[src/rtl/irq_pkg.sv]
package irq_pkg;
  localparam int TF_BIT = 8;
  localparam int IF_BIT = 9;
  localparam logic [7:0] TYPE_STEP = 8'h01;
  localparam logic [7:0] TYPE_NMI  = 8'h02;

  typedef enum logic [2:0] {ST_IDLE, ST_HALT, ST_ACK, ST_ENTRY, ST_POP} seq_state_e;
  typedef enum logic [1:0] {SRC_FAULT, SRC_NMI, SRC_INTR, SRC_STEP} src_e;
endpackage

[src/rtl/irq_prio.sv]
module irq_prio
  import irq_pkg::*;
(
  input  logic       fault_i,
  input  logic [7:0] fault_type_i,
  input  logic       nmi_i,
  input  logic       intr_i,
  input  logic       step_i,
  output logic       take_o,
  output src_e       src_o,
  output logic [7:0] type_o
);
  always_comb begin
    take_o = fault_i | nmi_i | intr_i | step_i;
    src_o  = SRC_STEP;
    type_o = TYPE_STEP;
    if (fault_i) begin
      src_o  = SRC_FAULT;
      type_o = fault_type_i;
    end else if (nmi_i) begin
      src_o  = SRC_NMI;
      type_o = TYPE_NMI;
    end else if (intr_i) begin
      src_o  = SRC_INTR;
      type_o = 8'h00;  // fetched by acknowledge
    end
  end
endmodule

[src/rtl/irq_addr_gen.sv]
module irq_addr_gen #(
  parameter int ADDR_W = 20
) (
  input  logic              pop_i,
  input  logic [3:0]        step_i,
  input  logic [15:0]       sp_i,
  input  logic [7:0]        type_i,
  input  logic [15:0]       flags_i,
  input  logic [15:0]       cs_i,
  input  logic [15:0]       ip_i,
  output logic [ADDR_W-1:0] addr_o,
  output logic [7:0]        wdata_o,
  output logic              we_o,
  output logic [2:0]        idx_o
);
  localparam int STK_PAD = ADDR_W - 16;
  localparam int TBL_PAD = ADDR_W - 10;

  logic [15:0] push_off, stk_addr, word;
  logic [3:0]  rd_rel;

  always_comb begin
    // entry steps 0..5 write three words downward, 6..9 read the table entry
    push_off = {13'd0, step_i[2:1], 1'b0} + 16'd2 - {15'd0, step_i[0]};
    rd_rel   = step_i - 4'd6;
    we_o     = !pop_i && (step_i < 4'd6);
    stk_addr = pop_i ? sp_i + {12'd0, step_i} : sp_i - push_off;
    case (step_i[2:1])
      2'd0:    word = flags_i;
      2'd1:    word = cs_i;
      default: word = ip_i;
    endcase
    wdata_o = step_i[0] ? word[15:8] : word[7:0];
    if (!pop_i && !we_o) begin
      addr_o = {{TBL_PAD{1'b0}}, type_i, rd_rel[1:0]};
      idx_o  = {1'b0, rd_rel[1:0]};
    end else begin
      addr_o = {{STK_PAD{1'b0}}, stk_addr};
      idx_o  = step_i[2:0];
    end
  end
endmodule

[src/rtl/irq_entry_seq.sv]
module irq_entry_seq
  import irq_pkg::*;
#(
  parameter int          ADDR_W   = 20,
  parameter logic [15:0] SP_RESET = 16'h0800,
  parameter logic [15:0] CS_RESET = 16'hFFFF
) (
  input  logic              clk_i,
  input  logic              rst_ni,
  input  logic              boundary_i,
  input  logic [15:0]       ip_next_i,
  input  logic              fault_i,
  input  logic [7:0]        fault_type_i,
  input  logic              iret_i,
  input  logic              halt_i,
  input  logic              nmi_i,
  input  logic              intr_i,
  input  logic              flags_we_i,
  input  logic [15:0]       flags_wdata_i,
  output logic              mem_req_o,
  output logic              mem_we_o,
  output logic [ADDR_W-1:0] mem_addr_o,
  output logic [7:0]        mem_wdata_o,
  input  logic [7:0]        mem_rdata_i,
  input  logic              mem_rdy_i,
  output logic              inta_o,
  output logic              busy_o,
  output logic              halted_o,
  output logic [15:0]       flags_o,
  output logic [15:0]       cs_o,
  output logic [15:0]       ip_o,
  output logic [15:0]       sp_o
);
  localparam int         STEP_W     = 4;
  localparam logic [3:0] ACK_GAP    = 4'd2;
  localparam logic [3:0] ACK_LAST   = 4'd4;
  localparam logic [3:0] PUSH_LAST  = 4'd5;
  localparam logic [3:0] ENTRY_LAST = 4'd9;
  localparam logic [3:0] POP_LAST   = 4'd5;
  localparam logic [15:0] FRAME     = 16'd6;

  seq_state_e        state_q;
  logic [STEP_W-1:0] step_q;
  logic [7:0]        type_q;
  logic [15:0]       snap_q, flags_q, cs_q, ip_q, sp_q;
  logic [47:0]       buf_q;
  logic              temp_q, nmi_q, nmi_pend_q;

  logic       at_bnd, in_halt, last_rd, take;
  logic       p_fault, p_nmi, p_intr, p_step;
  src_e       src;
  logic [7:0] src_type;
  logic [2:0] idx;
  logic       gen_we;

  assign at_bnd  = (state_q == ST_IDLE) && boundary_i;
  assign in_halt = (state_q == ST_HALT);
  assign last_rd = (state_q == ST_ENTRY) && (step_q == ENTRY_LAST) && mem_rdy_i;

  assign p_fault = at_bnd && fault_i;
  assign p_nmi   = nmi_pend_q && (at_bnd || in_halt || last_rd);
  assign p_intr  = intr_i && flags_q[IF_BIT] && (at_bnd || in_halt);
  assign p_step  = at_bnd ? flags_q[TF_BIT] : (last_rd && temp_q);

  irq_prio u_prio (
    .fault_i      (p_fault),
    .fault_type_i (fault_type_i),
    .nmi_i        (p_nmi),
    .intr_i       (p_intr),
    .step_i       (p_step),
    .take_o       (take),
    .src_o        (src),
    .type_o       (src_type)
  );

  irq_addr_gen #(.ADDR_W(ADDR_W)) u_addr (
    .pop_i   (state_q == ST_POP),
    .step_i  (step_q),
    .sp_i    (sp_q),
    .type_i  (type_q),
    .flags_i (snap_q),
    .cs_i    (cs_q),
    .ip_i    (ip_q),
    .addr_o  (mem_addr_o),
    .wdata_o (mem_wdata_o),
    .we_o    (gen_we),
    .idx_o   (idx)
  );

  assign mem_req_o = (state_q == ST_ENTRY) || (state_q == ST_POP);
  assign mem_we_o  = (state_q == ST_ENTRY) && gen_we;
  assign inta_o    = (state_q == ST_ACK) && (step_q != ACK_GAP);
  assign busy_o    = (state_q == ST_ACK) || mem_req_o;
  assign halted_o  = in_halt;
  assign flags_o   = flags_q;
  assign cs_o      = cs_q;
  assign ip_o      = ip_q;
  assign sp_o      = sp_q;

  always_ff @(posedge clk_i or negedge rst_ni) begin
    if (!rst_ni) begin
      state_q    <= ST_IDLE;
      step_q     <= '0;
      type_q     <= '0;
      snap_q     <= '0;
      flags_q    <= '0;
      cs_q       <= CS_RESET;
      ip_q       <= '0;
      sp_q       <= SP_RESET;
      buf_q      <= '0;
      temp_q     <= 1'b0;
      nmi_q      <= 1'b0;
      nmi_pend_q <= 1'b0;
    end else begin
      nmi_q <= nmi_i;
      case (state_q)
        ST_IDLE: begin
          if (flags_we_i && !take) flags_q <= flags_wdata_i;
          if (boundary_i) begin
            ip_q <= ip_next_i;
            if (iret_i) begin
              state_q <= ST_POP;
              step_q  <= '0;
            end else if (halt_i) begin
              state_q <= ST_HALT;
            end
          end
        end
        ST_ACK: begin
          step_q <= step_q + 1'b1;
          if (step_q == ACK_LAST) begin
            type_q  <= mem_rdata_i;
            state_q <= ST_ENTRY;
            step_q  <= '0;
          end
        end
        ST_ENTRY: begin
          if (mem_rdy_i) begin
            step_q <= step_q + 1'b1;
            if (step_q == PUSH_LAST) sp_q <= sp_q - FRAME;
            if (!gen_we) buf_q[{idx, 3'b000} +: 8] <= mem_rdata_i;
            if (step_q == ENTRY_LAST) begin
              ip_q    <= buf_q[15:0];
              cs_q    <= {mem_rdata_i, buf_q[23:16]};
              state_q <= ST_IDLE;
            end
          end
        end
        ST_POP: begin
          if (mem_rdy_i) begin
            step_q <= step_q + 1'b1;
            buf_q[{idx, 3'b000} +: 8] <= mem_rdata_i;
            if (step_q == POP_LAST) begin
              ip_q    <= buf_q[15:0];
              cs_q    <= buf_q[31:16];
              flags_q <= {mem_rdata_i, buf_q[39:32]};
              sp_q    <= sp_q + FRAME;
              state_q <= ST_IDLE;
            end
          end
        end
        default: ;
      endcase
      if (take) begin
        snap_q          <= flags_q;
        flags_q[IF_BIT] <= 1'b0;
        flags_q[TF_BIT] <= 1'b0;
        temp_q          <= flags_q[TF_BIT] && (src != SRC_STEP);
        type_q          <= src_type;
        step_q          <= '0;
        state_q         <= (src == SRC_INTR) ? ST_ACK : ST_ENTRY;
        if (src == SRC_NMI) nmi_pend_q <= 1'b0;
      end
      if (nmi_i && !nmi_q) nmi_pend_q <= 1'b1;
    end
  end
endmodule

[config.mk]
export PLATFORM = sky130hd
export DESIGN_NAME = irq_entry_seq
export DESIGN_NICKNAME = d
export VERILOG_FILES = /design/src/rtl/irq_pkg.sv /design/src/rtl/irq_prio.sv /design/src/rtl/irq_addr_gen.sv /design/src/rtl/irq_entry_seq.sv
export SDC_FILE = /design/constraint.sdc
export NUM_CORES = 1
export LEC_CHECK = 0
export BUFFER_PORTS_ARGS = -buffer_cell sky130_fd_sc_hd__clkbuf_2
export CORE_MARGIN = 2
export CORE_UTILIZATION = 50
export DETAILED_ROUTE_END_ITERATION = 6
export PLACE_DENSITY = 0.82
export SLEW_MARGIN = 40
export SYNTH_ARGS = -nofsm -noshare
export SYNTH_HDL_FRONTEND = slang
export SYNTH_SLANG_ARGS = --single-unit
[constraint.sdc]
create_clock -name clk_i -period 4.08 [get_ports clk_i]
set_input_delay 0.408 -clock clk_i [delete_from_list [all_inputs] [get_ports clk_i]]
set_output_delay 0.408 -clock clk_i [all_outputs]
set_load 0.03 [all_outputs]
==> run summary, run 1 <==
STATUS
------------------------------------------------------------------------------------------
Status                                                                        finished, violations left
Failing checks                                                                 hold timing

CELLS AND AREA
------------------------------------------------------------------------------------------
Net count, final                                                                     1,083
Diodes inserted                                                                          0
Final core area utilization                                                         59.87%
Most common library cell in the layout ignoring fill and taps                 sky130_fd_sc_hd__nand2_1
Ratio of cells with drive above 1 in the final layout                               27.68%
Finished Cell Area                                                              9407 sq um
P&R area growth vs syn                                                              17.87%
Highest-count cells in the layout ignoring fill and taps                      182 x sky130_fd_sc_hd__nand2_1, 148 x sky130_fd_sc_hd__clkbuf_2, 120 x sky130_fd_sc_hd__dfrtp_1, 66 x sky130_fd_sc_hd__nor2_1, 64 x sky130_fd_sc_hd__o21ai_0

ROUTING
------------------------------------------------------------------------------------------
DR vias                                                                              6,998
Total wire length                                                                 21.45 mm
DR iter-0 viols                                                                        528
Number of design rule violations left after detail routing                               0
Via/cell ratio                                                                       5.717
Antenna-violating nets left                                                              0
DR WL/cell                                                                        17.52 um
1st-pass router iterations                                                               5

FLOORPLANNING
------------------------------------------------------------------------------------------
Total I/O pin count                                                                    155
Initial core utilization                                                            50.79%
Floorplan die width                                                               130.3 um
Die height                                                                        130.3 um
Standard cell core area                                                       15,710 sq um
Number of rows in the core area                                                         46
Area of the die                                                               16,990 sq um

CLOCKING
------------------------------------------------------------------------------------------
Cts bufs inserted                                                                       17
Clk root buf                                                                  sky130_fd_sc_hd__clkbuf_16
Maximum root-to-sink buffer count                                                        2
Clock tree from TritonCTS                                                             done
Number of resized instances in the post-cts repair step                                  0
Hold bufs inserted after CTS                                                             0
Clock edge transition at the registers on the reported setup and hold paths        0.06 ns
Number of levels the H-tree was split into                                               4
Post-CTS Repair Setup Buffers                                                            0
Clk_lat worst skew                                                                 0.43 ns
TritonCTS Sinks                                                                        137

TIMING
------------------------------------------------------------------------------------------
Final Hold Slack                                                              -0.002831 ns
Worst slew margin                                                                   46.10%
Worst Tran Pin Value                                                             0.8076 ns
Share of the clock period used by the worst path                                    92.01%
Maximum clock frequency                                                         0.2664 GHz
Accumulated negative setup slack                                                      0 ns
Unrepaired setup endpoints after global routing                                         no
Setup violations, final                                                                  0
Final Slew Violations                                                                    0
Final hold violation count                                                               8
Max Clock Skew                                                                  0.01343 ns
Final critical path time including I/O delays and setup                           3.754 ns
PnR worst setup slack                                                            0.3261 ns

PLACEMENT
------------------------------------------------------------------------------------------
Weighted congestion at the end of routability-driven global placement               0.9459
Input/output buffers                                                                   149
Post-detailed-placement cell area                                               8841 sq um
Minimum setup slack after placement                                              0.7712 ns
DP Wirelength                                                                     15.56 mm

YOSYS
------------------------------------------------------------------------------------------
Share of the synthesized area in the top cell type                                  37.63%
Ys Warns                                                                                 0
Count of different cell masters after synthesis                                         82
Synth Cell Area                                                                 7980 sq um
Yosys reg bits                                                                         137
Main area contributors after synthesis                                        sky130_fd_sc_hd__dfrtp_1 38%, sky130_fd_sc_hd__nand2_1 8.6%, sky130_fd_sc_hd__dfstp_2 5.6%, sky130_fd_sc_hd__mux2_2 4.5%, sky130_fd_sc_hd__ha_1 4.4%
Mean post-synth cell area                                                      9.268 sq um
Synthesized netlist cell count                                                         861
Largest area contributor in the netlist                                       sky130_fd_sc_hd__dfrtp_1
Part of the Yosys area used for sequential elements                                 43.23%
Top flip-flop cell by instance count after synthesis                          sky130_fd_sc_hd__dfrtp_1
Number of flops mapped to enable cells by yosys                                          0
FFs w/ async S/R, synth                                                             100.0%

POWER AND IR DROP
------------------------------------------------------------------------------------------
Maximum vdd drop                                                                 0.9174 mV
Power per Cell Area                                                           819.8 nW/um^2
Leakage power                                                                     4.525 nW

WORST SETUP PATH
------------------------------------------------------------------------------------------
Crit path kind                                                                flip-flop to output pin
Required arrival time at the worst endpoint                                        3.67 ns
Kind of launch point of the worst setup path                                     flip-flop
Critical path capture point type                                                output pin
Crit path max fanout                                                                    12
Data arrival time at the worst-slack endpoint                                      3.35 ns
Flop2flop setup slack                                                              0.72 ns

GLOBAL ROUTING
------------------------------------------------------------------------------------------
Number of global-route vias before repair                                            6,465
Global-route usage over all layers                                                  25.74%
Global-route congestion overflow total                                                   0
Pin count of the biggest net entering global routing                                    72
Antenna violations before repair                                                         0
Global-route wire length before repair                                            33.89 mm

JOB
------------------------------------------------------------------------------------------
Total of max-cap violations                                                              0

HOLD PATH
------------------------------------------------------------------------------------------
Path class of the lowest-slack min-delay path                                 input pin to asynchronous set/reset pin

## kinds of logic (layout without fill, tap and decap cells)
group                      Yosys count  in the layout  synth area share, %
and+or+nand+nor                    330            330                18.72
AOI/OAI and AO/OA                  208            208                17.45
DFF                                137            137                43.23
buffers and inverters               73            216                4.735
muxes                               59             59                8.404
adders and majority gates           30             30                4.892
xor gates and xnor gates            23             23                2.524
other                                1              5              0.04699
## cells in the mapped netlist (5+ instances only)
cell,n
sky130_fd_sc_hd__mux2i_1,19
sky130_fd_sc_hd__dfrtp_1,120
sky130_fd_sc_hd__o21ai_0,64
sky130_fd_sc_hd__buf_4,12
sky130_fd_sc_hd__xnor2_1,7
sky130_fd_sc_hd__a31oi_1,36
sky130_fd_sc_hd__nand4_1,5
sky130_fd_sc_hd__and2_1,5
sky130_fd_sc_hd__nor2_1,67
sky130_fd_sc_hd__o31ai_1,6
sky130_fd_sc_hd__mux2_4,8
sky130_fd_sc_hd__dfstp_2,17
sky130_fd_sc_hd__a22o_1,9
sky130_fd_sc_hd__nand3_1,10
sky130_fd_sc_hd__clkbuf_1,20
sky130_fd_sc_hd__a22oi_1,8
sky130_fd_sc_hd__buf_6,6
sky130_fd_sc_hd__a21o_1,7
sky130_fd_sc_hd__o21a_1,12
sky130_fd_sc_hd__buf_2,11
sky130_fd_sc_hd__a21oi_1,17
sky130_fd_sc_hd__nand2_1,182
sky130_fd_sc_hd__inv_1,18
sky130_fd_sc_hd__mux2_2,32
sky130_fd_sc_hd__nor3_1,13
sky130_fd_sc_hd__a211oi_1,13
sky130_fd_sc_hd__xor2_1,16
sky130_fd_sc_hd__or3_1,7
sky130_fd_sc_hd__ha_1,28
## metrics by stage
stage	total power, mW	hold WS (ns)	cells
after floorplan	5.216	0.1124	865
final	7.711	-0.002831	1224
after global placement	6.162	0.4116	1191
after global routing	8.249	0.04179	1224
after detailed placement	6.266	0.4351	1191
after CTS	7.700	0.02118	1223
## area by class of cell
type,count,area [sq um]
Sequential cell,137,3450
Fill cell,1367,6306
Timing Repair Buffer,164,872.1
Inverter,20,75.07
Multi-Input combinational cell,655,4189
Clock buffer,20,456.7
Clock inverter,12,93.84
Tap cell,216,270.3
## worst paths after layout
kind	start	to	depth (start not counted)
max in group asynchronous	rst_ni	sp_o[11]$_DFFE_PN1P_	2
min in group clk_i	nmi_i	nmi_q$_DFF_PN0_	1
hold reg to reg	nmi_q$_DFF_PN0_	nmi_pend_q$_DFFE_PN0P_	1
hold / removal	rst_ni	sp_o[3]$_DFFE_PN0P_	1
setup / recovery	step_q[2]$_DFFE_PN0P_	mem_addr_o[12]	11
setup reg to reg	state_q[2]$_DFFE_PN0P_	buf_q[18]$_DFFE_PN0P_	9
## registers in the layout (all words and copies together), names as in the netlist
register / flops
step_q: 4
ip_o: 16
buf_q: 40
sp_o: 15
cs_o: 16
type_q: 8
nmi_pend_q: 1
snap_q: 16
temp_q: 1
flags_o: 16
nmi_q: 1
state_q: 3
## layer usage
layer	part of all wire [%]	vias up	global-route usage, %	wire length [um]
li1	-	3297	-	-
met2	46	284	39.24	9815
met4	1.1	0	6.571	233
met3	6.6	17	5.248	1417
met5	0	-	0	0
met1	47	3400	37.79	9983
## where the power goes
part / switching, mW / internal, mW
sequential: 0.388 / 1.76
combinational: 2.71 / 1.43
clock: 0.606 / 0.815
total: 3.71 / 4.00
## critical path, cell delays in order (launching register included)
cell and delay, ns:
sky130_fd_sc_hd__dfrtp_1 0.62, sky130_fd_sc_hd__inv_1 0.22, sky130_fd_sc_hd__ha_1 0.32, sky130_fd_sc_hd__inv_1 0.04, sky130_fd_sc_hd__ha_1 0.30, sky130_fd_sc_hd__nor2b_1 0.14, sky130_fd_sc_hd__o21a_1 0.21, sky130_fd_sc_hd__nor3_2 0.21
sky130_fd_sc_hd__nor2_1 0.10, sky130_fd_sc_hd__or4_1 0.46, sky130_fd_sc_hd__nand2_1 0.09, sky130_fd_sc_hd__clkbuf_2 0.20
No activity file was read; power rests on OpenSTA's default activity.
==> inputs of run 2 (changes only) <==
--- a/config.mk
+++ b/config.mk
@@ -6,6 +6,7 @@
 export NUM_CORES = 1
 export LEC_CHECK = 0
 export BUFFER_PORTS_ARGS = -buffer_cell sky130_fd_sc_hd__clkbuf_2
+export CORE_ASPECT_RATIO = 1.2
 export CORE_MARGIN = 2
 export CORE_UTILIZATION = 50
 export DETAILED_ROUTE_END_ITERATION = 6
==> run summary, run 2 (synthesis results as in run 1) <==
STATUS
------------------------------------------------------------------------------------------
Status                                                                           completed   was finished, violations left

GLOBAL ROUTING
------------------------------------------------------------------------------------------
Number of global-route vias before repair                                            6,733   was 6,465
Antenna violations before repair                                                         0   unchanged
Global-route wire length before repair                                            36.27 mm   was 33.89 mm
Pin count of the biggest net entering global routing                                    81   was 72
Global-route congestion overflow total                                                   0   unchanged
Global-route usage over all layers                                                  27.15%   was 25.74%

CLOCKING
------------------------------------------------------------------------------------------
Clock edge transition at the registers on the reported setup and hold paths        0.06 ns   about the same
Cts bufs inserted                                                                       17   unchanged
TritonCTS Sinks                                                                        137   unchanged
Clk_lat worst skew                                                                 0.43 ns   about the same
Number of levels the H-tree was split into                                               4   unchanged
Clock tree from TritonCTS                                                             done   unchanged
Number of resized instances in the post-cts repair step                                  0   unchanged
Maximum root-to-sink buffer count                                                        2   unchanged
Post-CTS Repair Setup Buffers                                                            0   unchanged
Clk root buf                                                                  sky130_fd_sc_hd__clkbuf_16   unchanged
Hold bufs inserted after CTS                                                             0   unchanged

TIMING
------------------------------------------------------------------------------------------
Worst Tran Pin Value                                                             0.8230 ns   was 0.8076 ns
Maximum clock frequency                                                         0.2630 GHz   was 0.2664 GHz
Share of the clock period used by the worst path                                    93.21%   was 92.01%
Unrepaired setup endpoints after global routing                                         no   unchanged
Final critical path time including I/O delays and setup                           3.803 ns   was 3.754 ns
Max Clock Skew                                                                 0.007550 ns   was 0.01343 ns
Final hold violation count                                                               0   was 8
Final Slew Violations                                                                    0   unchanged
Setup violations, final                                                                  0   unchanged
Worst slew margin                                                                   45.13%   was 46.10%
Accumulated negative setup slack                                                      0 ns   unchanged

CELLS AND AREA
------------------------------------------------------------------------------------------
Highest-count cells in the layout ignoring fill and taps                      181 x sky130_fd_sc_hd__nand2_1, 148 x sky130_fd_sc_hd__clkbuf_2, 120 x sky130_fd_sc_hd__dfrtp_1, 67 x sky130_fd_sc_hd__nor2_1, 64 x sky130_fd_sc_hd__o21ai_0   was 182 x sky130_fd_sc_hd__nand2_1, 148 x sky130_fd_sc_hd__clkbuf_2, 120 x sky130_fd_sc_hd__dfrtp_1, 66 x sky130_fd_sc_hd__nor2_1, 64 x sky130_fd_sc_hd__o21ai_0
Diodes inserted                                                                          0   unchanged
Max reg flops                                                                           40   unchanged
Net count, final                                                                     1,080   was 1,083
Most common library cell in the layout ignoring fill and taps                 sky130_fd_sc_hd__nand2_1   unchanged
Ratio of cells with drive above 1 in the final layout                               27.26%   was 27.68%
P&R area growth vs syn                                                              17.62%   was 17.87%
Total of fill cells in the finished design                                           1,352   was 1,367
Register bank with the most flops                                                    buf_q   unchanged

POWER AND IR DROP
------------------------------------------------------------------------------------------
Seq pwr share                                                                        27.7%   was 27.9%
Cell-internal power                                                               4.083 mW   was 4.004 mW
Comb pwr share                                                                       53.3%   was 53.7%
Clk pwr share                                                                        19.0%   was 18.4%
Switching part of the total power                                                   47.65%   was 48.08%
Net switching power                                                               3.717 mW   was 3.707 mW
Leakage power                                                                     4.516 nW   was 4.525 nW
Power per Cell Area                                                           831.0 nW/um^2   was 819.8 nW/um^2
Total power of the final layout                                                   7.800 mW   was 7.711 mW
Maximum vdd drop                                                                 0.5868 mV   was 0.9174 mV

FLOORPLANNING
------------------------------------------------------------------------------------------
Number of rows in the core area                                                         50   was 46
Initial core utilization                                                            51.02%   was 50.79%
Floorplan die width                                                               119.3 um   was 130.3 um
Standard cell core area                                                       15,640 sq um   was 15,710 sq um
Total I/O pin count                                                                    155   unchanged
Area of the die                                                               16,990 sq um   about the same
Die height                                                                        142.4 um   was 130.3 um

ROUTING
------------------------------------------------------------------------------------------
Number of design rule violations left after detail routing                               0   unchanged
DR WL/cell                                                                        18.54 um   was 17.52 um
Total wire length                                                                 22.48 mm   was 21.45 mm
Via/cell ratio                                                                       5.887   was 5.717
Wl on met1                                                                        9.413 mm   was 9.983 mm
DR vias                                                                              7,141   was 6,998
DR iter-0 viols                                                                        596   was 528
Max Used Layer                                                                        met4   unchanged
WL met2                                                                           10.84 mm   was 9.815 mm
Sum of met3 wire segment lengths after detailed routing                           1.619 mm   was 1.417 mm
Antenna-violating nets left                                                              0   unchanged
1st-pass router iterations                                                               5   unchanged

WORST SETUP PATH
------------------------------------------------------------------------------------------
Crit path max fanout                                                                    12   unchanged
Slowest Stage Delay on Critical Path                                               0.59 ns   was 0.62 ns
Required arrival time at the worst endpoint                                        3.67 ns   about the same
Kind of launch point of the worst setup path                                     flip-flop   unchanged
Data arrival time at the worst-slack endpoint                                      3.39 ns   was 3.35 ns
Chain of cells forming the critical path                                      inv_1 -> ha_1 -> inv_1 -> ha_1 -> nor2b_1 -> o21a_1 -> nor3_2 -> nor2_1 -> or4_1 -> nand2_1 -> clkbuf_2   unchanged
Slowest cell on crit path                                                     sky130_fd_sc_hd__dfrtp_1   unchanged
Flop2flop setup slack                                                              0.57 ns   was 0.72 ns
Crit path kind                                                                flip-flop to output pin   unchanged
Critical path capture point type                                                output pin   unchanged

PLACEMENT
------------------------------------------------------------------------------------------
Input/output buffers                                                                   149   unchanged
DP Wirelength                                                                     16.18 mm   was 15.56 mm
Weighted congestion at the end of routability-driven global placement               0.9811   was 0.9459

JOB
------------------------------------------------------------------------------------------
Total of max-cap violations                                                              0   unchanged

HOLD PATH
------------------------------------------------------------------------------------------
Path class of the lowest-slack min-delay path                                 input pin to asynchronous set/reset pin   unchanged

## run 2: per-layer routing
metal  global-route usage, %  vias to the layer above
met2                   44.77                      315
met3                   5.769                       49
met5                       0                        -
li1                        -                     3297
met4                   10.53                        0
met1                   35.22                     3480
## run 2: critical path: cells and delay by family, from the launching register on
family                     cells  cell delay, ns
and+or+nand+nor                5            1.08
AOI/OAI and AO/OA              1            0.21
adders and majority gates      2            0.63
buffers and inverters          3            0.47
DFF                            1            0.59
## run 2: path summary, 6_finish.rpt
check,startpoint,endpoint,cells after the start
max in group asynchronous,rst_ni,cs_o[6]$_DFFE_PN1P_,2
min in group clk_i,nmi_i,nmi_q$_DFF_PN0_,1
setup / recovery,step_q[2]$_DFFE_PN0P_,mem_addr_o[12],11
hold / removal,rst_ni,buf_q[1]$_DFFE_PN0P_,1
hold reg to reg,nmi_q$_DFF_PN0_,nmi_pend_q$_DFFE_PN0P_,1
setup reg to reg,state_q[2]$_DFFE_PN0P_,buf_q[18]$_DFFE_PN0P_,8
## run 2: stage by stage
step	hold WS [ns]	utilization, %	std cells	setup WS [ns]	area, sq um
after detailed placement	0.4253	56.32	1180	0.6046	8808
after CTS	0.05560	59.90	1212	0.2961	9368
after global placement	0.4117	56.23	1180	0.7260	8795
after floorplan	0.1124	-	865	0.8773	7995
final	0.01573	60.02	1213	0.2771	9387
after global routing	0.09028	60.02	1213	0.06115	9387
## run 2: cell type report
cell class | count | area, sq um | area share [%]
multi-input combinational | 655 | 4197 | 44.71
sequential | 137 | 3450 | 36.75
timing repair buffer | 161 | 845.8 | 9.011
clock buffer | 22 | 454.2 | 4.839
tap | 208 | 260.3 | 2.773
clock inverter | 10 | 105.1 | 1.120
inverter | 20 | 75.07 | 0.7998
## run 2: power groups by stage
stage          registers, mW  clock network (mW)  logic, mW
2_1_floorplan           2.39                   0       2.82
3_3_place_gp            2.15                   0       4.00
3_5_place_dp            2.17                   0       4.10
4_1_cts                 2.15                1.49       4.12
5_1_grt                 2.21                1.55       4.49
6_report                2.16                1.48       4.15
